## src/rtl/dmac_pkg.sv

```systemverilog
package dmac_pkg;

    typedef enum logic [2:0] {
        P_CMD     = 3'd0,
        P_REQ     = 3'd1,
        P_SMASK   = 3'd2,
        P_MODE    = 3'd3,
        P_FFCLR   = 3'd4,
        P_MCLR    = 3'd5,
        P_UNMASK  = 3'd6,
        P_MASKALL = 3'd7
    } ctl_port_t;

    typedef enum logic [1:0] {
        S_IDLE  = 2'd0,
        S_KICK  = 2'd1,
        S_FFCLR = 2'd2,
        S_BOTH  = 2'd3
    } pulse_st_t;

    localparam logic [7:0] CMD_ALLOWED = 8'h04;

    function automatic logic cmd_ok(input logic [7:0] v);
        return (v == 8'h00) || ((v & ~CMD_ALLOWED) == 8'h00);
    endfunction

endpackage

```

## src/rtl/dmac_mode_bank.sv

```systemverilog
module dmac_mode_bank #(
    parameter int NCH = 4,
    parameter int DW  = 8,
    localparam int CHW = $clog2(NCH)
) (
    input  logic                clk,
    input  logic                rst_n,
    input  logic                we,
    input  logic [CHW-1:0]      sel,
    input  logic [DW-1:0]       din,
    output logic [NCH*DW-1:0]   modes_o
);

    for (genvar g = 0; g < NCH; g++) begin : g_mode
        logic [DW-1:0] mode_q;
        always_ff @(posedge clk) begin
            if (!rst_n)
                mode_q <= '0;
            else if (we && (sel == CHW'(g)))
                mode_q <= din;
        end
        assign modes_o[g*DW +: DW] = mode_q;
    end

endmodule

```

## src/rtl/dmac_chan_state.sv

```systemverilog
module dmac_chan_state #(
    parameter int NCH = 4,
    localparam int CHW = $clog2(NCH)
) (
    input  logic                clk,
    input  logic                rst_n,
    input  logic                mclr,
    input  logic                rd_clr_tc,
    input  logic                req_we,
    input  logic [CHW-1:0]      req_ch,
    input  logic                req_val,
    input  logic                smask_we,
    input  logic [CHW-1:0]      smask_ch,
    input  logic                smask_val,
    input  logic                unmask_all,
    input  logic                mask_load,
    input  logic [NCH-1:0]      mask_din,
    input  logic [NCH-1:0]      hold,
    input  logic [NCH-1:0]      rel,
    input  logic [NCH-1:0]      tc,
    output logic [NCH-1:0]      mask_o,
    output logic [2*NCH-1:0]    status_o
);

    logic [NCH-1:0] rq_q, tc_q;

    for (genvar g = 0; g < NCH; g++) begin : g_chan
        logic hit_req, hit_mask;
        logic rq_d, tc_d, mk_d;
        logic mk_q;

        assign hit_req  = req_we   && (req_ch   == CHW'(g));
        assign hit_mask = smask_we && (smask_ch == CHW'(g));

        always_comb begin
            rq_d = rq_q[g];
            if (hit_req) rq_d = req_val;
            if (hold[g]) rq_d = 1'b1;
            if (rel[g])  rq_d = 1'b0;

            tc_d = tc_q[g];
            if (rd_clr_tc || hit_req) tc_d = 1'b0;
            if (tc[g]) tc_d = 1'b1;

            mk_d = mk_q;
            if (hit_mask)        mk_d = smask_val;
            else if (unmask_all) mk_d = 1'b0;
            else if (mask_load)  mk_d = mask_din[g];
        end

        always_ff @(posedge clk) begin
            if (!rst_n || mclr) begin
                rq_q[g] <= 1'b0;
                tc_q[g] <= 1'b0;
                mk_q    <= 1'b1;
            end else begin
                rq_q[g] <= rq_d;
                tc_q[g] <= tc_d;
                mk_q    <= mk_d;
            end
        end

        assign mask_o[g] = mk_q;
    end

    assign status_o = {rq_q, tc_q};

endmodule

```

## src/rtl/dmac_ctl_unit.sv

```systemverilog
module dmac_ctl_unit #(
    parameter int NCH = 4,
    parameter int DW  = 8,
    localparam int CHW = $clog2(NCH),
    localparam int PW  = 3
) (
    input  logic                clk,
    input  logic                rst_n,
    input  logic                wr_en,
    input  logic                rd_en,
    input  logic [PW-1:0]       port_sel,
    input  logic [DW-1:0]       wr_data,
    output logic [DW-1:0]       rd_data,
    input  logic [NCH-1:0]      hold_req,
    input  logic [NCH-1:0]      release_req,
    input  logic [NCH-1:0]      tc_done,
    output logic                ff_clear,
    output logic                run_req,
    output logic [NCH*DW-1:0]   mode_o,
    output logic [NCH-1:0]      mask_o,
    output logic [2*NCH-1:0]    status_o,
    output logic [DW-1:0]       cmd_o
);
    import dmac_pkg::*;

    ctl_port_t port;
    assign port = ctl_port_t'(port_sel);

    logic wr_cmd, wr_req, wr_smask, wr_mode, wr_ffclr, wr_mclr, wr_unmask, wr_mload;
    assign wr_cmd    = wr_en && (port == P_CMD);
    assign wr_req    = wr_en && (port == P_REQ);
    assign wr_smask  = wr_en && (port == P_SMASK);
    assign wr_mode   = wr_en && (port == P_MODE);
    assign wr_ffclr  = wr_en && (port == P_FFCLR);
    assign wr_mclr   = wr_en && (port == P_MCLR);
    assign wr_unmask = wr_en && (port == P_UNMASK);
    assign wr_mload  = wr_en && (port == P_MASKALL);

    logic rd_status;
    assign rd_status = rd_en && (port == P_CMD);

    dmac_mode_bank #(.NCH(NCH), .DW(DW)) u_modes (
        .clk     (clk),
        .rst_n   (rst_n),
        .we      (wr_mode),
        .sel     (wr_data[CHW-1:0]),
        .din     (wr_data),
        .modes_o (mode_o)
    );

    dmac_chan_state #(.NCH(NCH)) u_chan (
        .clk        (clk),
        .rst_n      (rst_n),
        .mclr       (wr_mclr),
        .rd_clr_tc  (rd_status),
        .req_we     (wr_req),
        .req_ch     (wr_data[CHW-1:0]),
        .req_val    (wr_data[CHW]),
        .smask_we   (wr_smask),
        .smask_ch   (wr_data[CHW-1:0]),
        .smask_val  (wr_data[CHW]),
        .unmask_all (wr_unmask),
        .mask_load  (wr_mload),
        .mask_din   (wr_data[NCH-1:0]),
        .hold       (hold_req),
        .rel        (release_req),
        .tc         (tc_done),
        .mask_o     (mask_o),
        .status_o   (status_o)
    );

    // Command register
    always_ff @(posedge clk) begin
        if (!rst_n || wr_mclr)
            cmd_o <= '0;
        else if (wr_cmd && cmd_ok(wr_data))
            cmd_o <= wr_data;
    end

    // Read path, registered
    always_ff @(posedge clk) begin
        if (!rst_n)
            rd_data <= '0;
        else if (rd_en) begin
            unique case (port)
                P_CMD:   rd_data <= DW'(status_o);
                P_REQ:   rd_data <= DW'(mask_o);
                default: rd_data <= '0;
            endcase
        end else
            rd_data <= '0;
    end

    // Pulse state machine
    pulse_st_t state_q, state_d;
    logic      kick, toggle_rst;

    assign kick       = wr_req || wr_smask || wr_unmask || wr_mload
                        || (|hold_req) || (|release_req);
    assign toggle_rst = wr_ffclr || wr_mclr;

    always_comb begin
        unique case ({toggle_rst, kick})
            2'b00:   state_d = S_IDLE;
            2'b01:   state_d = S_KICK;
            2'b10:   state_d = S_FFCLR;
            default: state_d = S_BOTH;
        endcase
    end

    always_ff @(posedge clk) begin
        if (!rst_n) state_q <= S_IDLE;
        else        state_q <= state_d;
    end

    always_comb begin
        run_req  = 1'b0;
        ff_clear = 1'b0;
        unique case (state_q)
            S_IDLE:  ;
            S_KICK:  run_req = 1'b1;
            S_FFCLR: ff_clear = 1'b1;
            S_BOTH: begin
                run_req  = 1'b1;
                ff_clear = 1'b1;
            end
        endcase
    end

endmodule

```

## config.mk

```make
export PLATFORM = sky130hd
export DESIGN_NAME = dmac_ctl_unit
export DESIGN_NICKNAME = d
export VERILOG_FILES = /design/src/rtl/dmac_pkg.sv /design/src/rtl/dmac_mode_bank.sv /design/src/rtl/dmac_chan_state.sv /design/src/rtl/dmac_ctl_unit.sv
export SDC_FILE = /design/constraint.sdc
export NUM_CORES = 1
export LEC_CHECK = 0
export BUFFER_PORTS_ARGS = -buffer_cell sky130_fd_sc_hd__buf_2
export CAP_MARGIN = 20
export CORE_MARGIN = 5
export CORE_UTILIZATION = 30
export CTS_CLUSTER_DIAMETER = 50
export DETAILED_ROUTE_END_ITERATION = 10
export PLACE_DENSITY = 0.62
export SLEW_MARGIN = 20
export SYNTH_ARGS = -nofsm -noshare
export SYNTH_HDL_FRONTEND = slang
export SYNTH_SLANG_ARGS = --single-unit
```

## constraint.sdc

```tcl
create_clock -name clk -period 1.2 [get_ports clk]
set_clock_uncertainty 0.1 [all_clocks]
set_input_delay 0.12 -clock clk [delete_from_list [all_inputs] [get_ports clk]]
set_output_delay 0.12 -clock clk [all_outputs]
set_load 0.1 [all_outputs]
```

==> flow_metrics.py <==
metrics = {
    "run_status": {
        "outcome": "finished clean",
    },
    "detailed_routing": {
        "drtIter0Drc": 70,
        "drc": 0,
        "vias_per_cell": 4.63,
        "num_vias": 2206,
        "drt_pass1_iterations": 5,
        "routedWlPerCell_um": 15.7,
        "wirelength_um": 7480,
        "drtAntennaViolNets": 0,
    },
    "synth": {
        "syn-cell-area_mm2": 0.00240,
        "syn_area_per_cell_um2": 9.97,
        "ys_ff_latch": 62,
        "ys_seq_area_frac": 0.517,
        "synth_top_area_cell": "dfxtp_1",
        "synthCells": 241,
        "syn_nets": 268,
        "synth_top_area_share": 0.517,
        "synth.area.top_cells": "dfxtp_1, mux2i_1, nor2_1",
        "yosys_warnings": 0,
        "synthArstFlopShare": 0,
        "synth-edff-count": 0,
        "synth_ff_type": "dfxtp_1",
        "ys_types": 40,
    },
    "sta": {
        "finalWorstSetupSlack_ns": 0.0536,
        "final_max_slew_viol_count": 0,
        "worstMarginPinSlew_ns": 0.347,
        "setup_tns_ns": 0,
        "layout_min_cycle_time_ns": 1.15,
        "finalSetupViolCount": 0,
        "fmaxAchievable_mhz": 872,
        "slew_headroom": 0.763,
        "post-route-period-util": 0.955,
        "rsz0062_at_grt": "false",
        "hold_violations": 0,
    },
    "clock_tree": {
        "clock_sinks": 62,
        "ctsRootBufferMaster": "clkbuf_8",
        "clk_latency_ns": 0.33,
        "cts.clk_slew.worst_paths_ns": 0.07,
        "cts_tree": "built",
        "h-tree-depth": 3,
        "cts-buffers-inserted": 9,
        "clockBufferDepth": 2,
    },
    "global_routing": {
        "grtUsageMet2": 0.258,
        "grt_first_pass_wirelength_um": 11900,
        "grt_start_max_net_pins": 31,
        "grt_pass1_vias": 2296,
        "gr-usage-met1": 0.173,
        "grt-busiest-layer": "met2",
        "grtUsageTotal": 0.154,
        "grtUsageMet3": 0.0666,
        "grt_overflow": 0,
        "antenna_found_initial": 0,
    },
    "placement": {
        "io_buffers": 88,
        "preCtsSetupSlack_ns": -0.226,
        "place.gp.congestion": 0.848,
        "hpwlAfterDp_um": 5710,
    },
    "setup_path": {
        "critPathRequiredTime_ns": 0.98,
        "crit_type": "flop to output port",
        "end_kind": "output port",
        "reg2regPathDepth": 2,
        "crit_fanout": 3,
        "path_delay_family": "flip-flops",
        "crit_arrival_ns": 0.93,
        "crit_path_top_delay_cell": "dfxtp_1",
        "r2r_end": "u_chan.g_chan[3].mk_q$_SDFFE_PP1P_",
        "path_buf_inv": 1,
        "cp-start-kind": "flop",
        "r2r_start": "u_chan.g_chan[3].mk_q$_SDFFE_PP1P_",
        "ff2ff_setup_slack_ns": 0.17,
        "cp_cell_sequence": "buf_12",
        "cp_slowest_stage_delay_ns": 0.40,
    },
    "hold_path": {
        "min-delay-start": "port_sel[1]",
        "hold_path_class": "input port to flop",
        "hold_path_end": "state_q[1]$_SDFF_PN0_",
        "hold_depth": 2,
    },
    "floorplanning": {
        "fp.dieW_um": 99.5,
        "io-pin-count": 89,
        "start_util": 0.309,
        "fp.dieH_um": 99.5,
        "coreArea_mm2": 0.00777,
        "row_count": 32,
        "die_area_mm2": 0.00990,
    },
    "flow_run": {
        "cap_violations": 0,
    },
    "pwr": {
        "pwr_density_cell_mw_per_mm2": 1150,
        "leakage_nw": 1.89,
        "vdd_drop_max_v": 0.000809,
    },
    "final_layout": {
        "final_layout_size_suffix_gt1_frac": 0.540,
        "syn_to_final_growth_pct": 88.4,
        "diodes": 0,
        "nets": 396,
        "final_core_util": 0.583,
    },
}
## placed cells by master (no fill, tap or decap), types with 9 or more instances in the layout
master and n:
buf_4 35, dlygate4sd3_1 12, buf_2 24, dfxtp_1 11, buf_12 64, mux2i_1 29, clkbuf_8 9, nand2_1 9
dfxtp_2 51, nor2_1 50
## power breakdown
group	switching (W)	internal [W]	leakage (nW)
Combinational	0.000496	0.000343	1.25
Sequential	0.0000475	0.00210	0.524
Clock	0.000831	0.00138	0.112
Total	0.00137	0.00382	1.89
## what timing repair did
action / 4_1_cts / 5_1_grt
endpoints found under the setup margin: 0 / 4
resized for setup: 0 / 5
hold endpoints to repair: 10 / 0
hold buffers: 12 / 0
setup buffers: 0 / 0
## synth_stat cells (2+ instances only)
cell and count:
a31oi_1 5, and2_1 7, nor2_1 50, mux2i_1 29, nor4_2 2, nand2b_1 5
a211oi_1 2, nand3_1 3, nor2b_1 3, buf_4 6, nor3_1 6, dfxtp_1 62
nor4_1 4, nor3b_1 3, o2111ai_1 2, nand2_1 9, clkbuf_1 8, nand3b_1 2
buf_2 5, nor2_4 2, and3_1 7
## metrics by stage
step | area, um2 | instances | power (W) | hold slack (ns)
floorplan | 2480 | 241 | 0.00264 | 0.0836
global placement | 4160 | 448 | 0.00299 | 0.205
detailed placement | 4160 | 448 | 0.00300 | 0.208
CTS | 4520 | 476 | 0.00524 | 0.0139
global route | 4530 | 476 | 0.00539 | 0.0152
finish | 4530 | 476 | 0.00520 | 0.00965
## metal layers
metal	vias up	wire length, um
met2	79	3530
met4	0	107
met5	-	0
met3	8	711
met1	1039	3140
li1	1080	-
## kinds of logic after synthesis
logic type	share of synthesized area
muxes	0.121
and+or+nand+nor	0.261
DFF	0.517
buffers and inverters	0.0479
xor gates and xnor gates	0.00365
AOI/OAI and AO/OA	0.0500
## registers in the layout, indices dropped and copies added (netlist names)
register / cells
cmd_o: 8
rd_data: 8
state_q: 2
u_chan.g_chan.mk_q: 4
u_chan.status_o: 8
u_modes.g_mode.mode_q: 32
## how the worst max path moves through the flow
stage / start / end / depth (start not counted)
5_1_grt: u_chan.g_chan[1].mk_q$_SDFFE_PP1P_ / mask_o[1] / 1
6_report: u_chan.g_chan[1].mk_q$_SDFFE_PP1P_ / mask_o[1] / 1
4_1_cts: u_chan.g_chan[3].mk_q$_SDFFE_PP1P_ / mask_o[3] / 1
3_5_place_dp: port_sel[2] / u_chan.g_chan[1].mk_q$_SDFFE_PP1P_ / 6
3_3_place_gp: wr_data[3] / cmd_o[6]$_SDFFE_PP0P_ / 6
2_1_floorplan: u_chan.status_o[7]$_SDFFE_PP0P_ / u_chan.status_o[7]$_SDFFE_PP0P_ / 3
## layout make-up
cell class	count	area, um2
Tap cell	102	128
Clock buffer	10	128
Clock inverter	6	110
Inverter	1	3.75
Sequential cell	62	1310
Timing Repair Buffer	137	1800
Multi-Input combinational cell	158	1050
Fill cell	649	3240
Power figures use the tool's default switching activity.
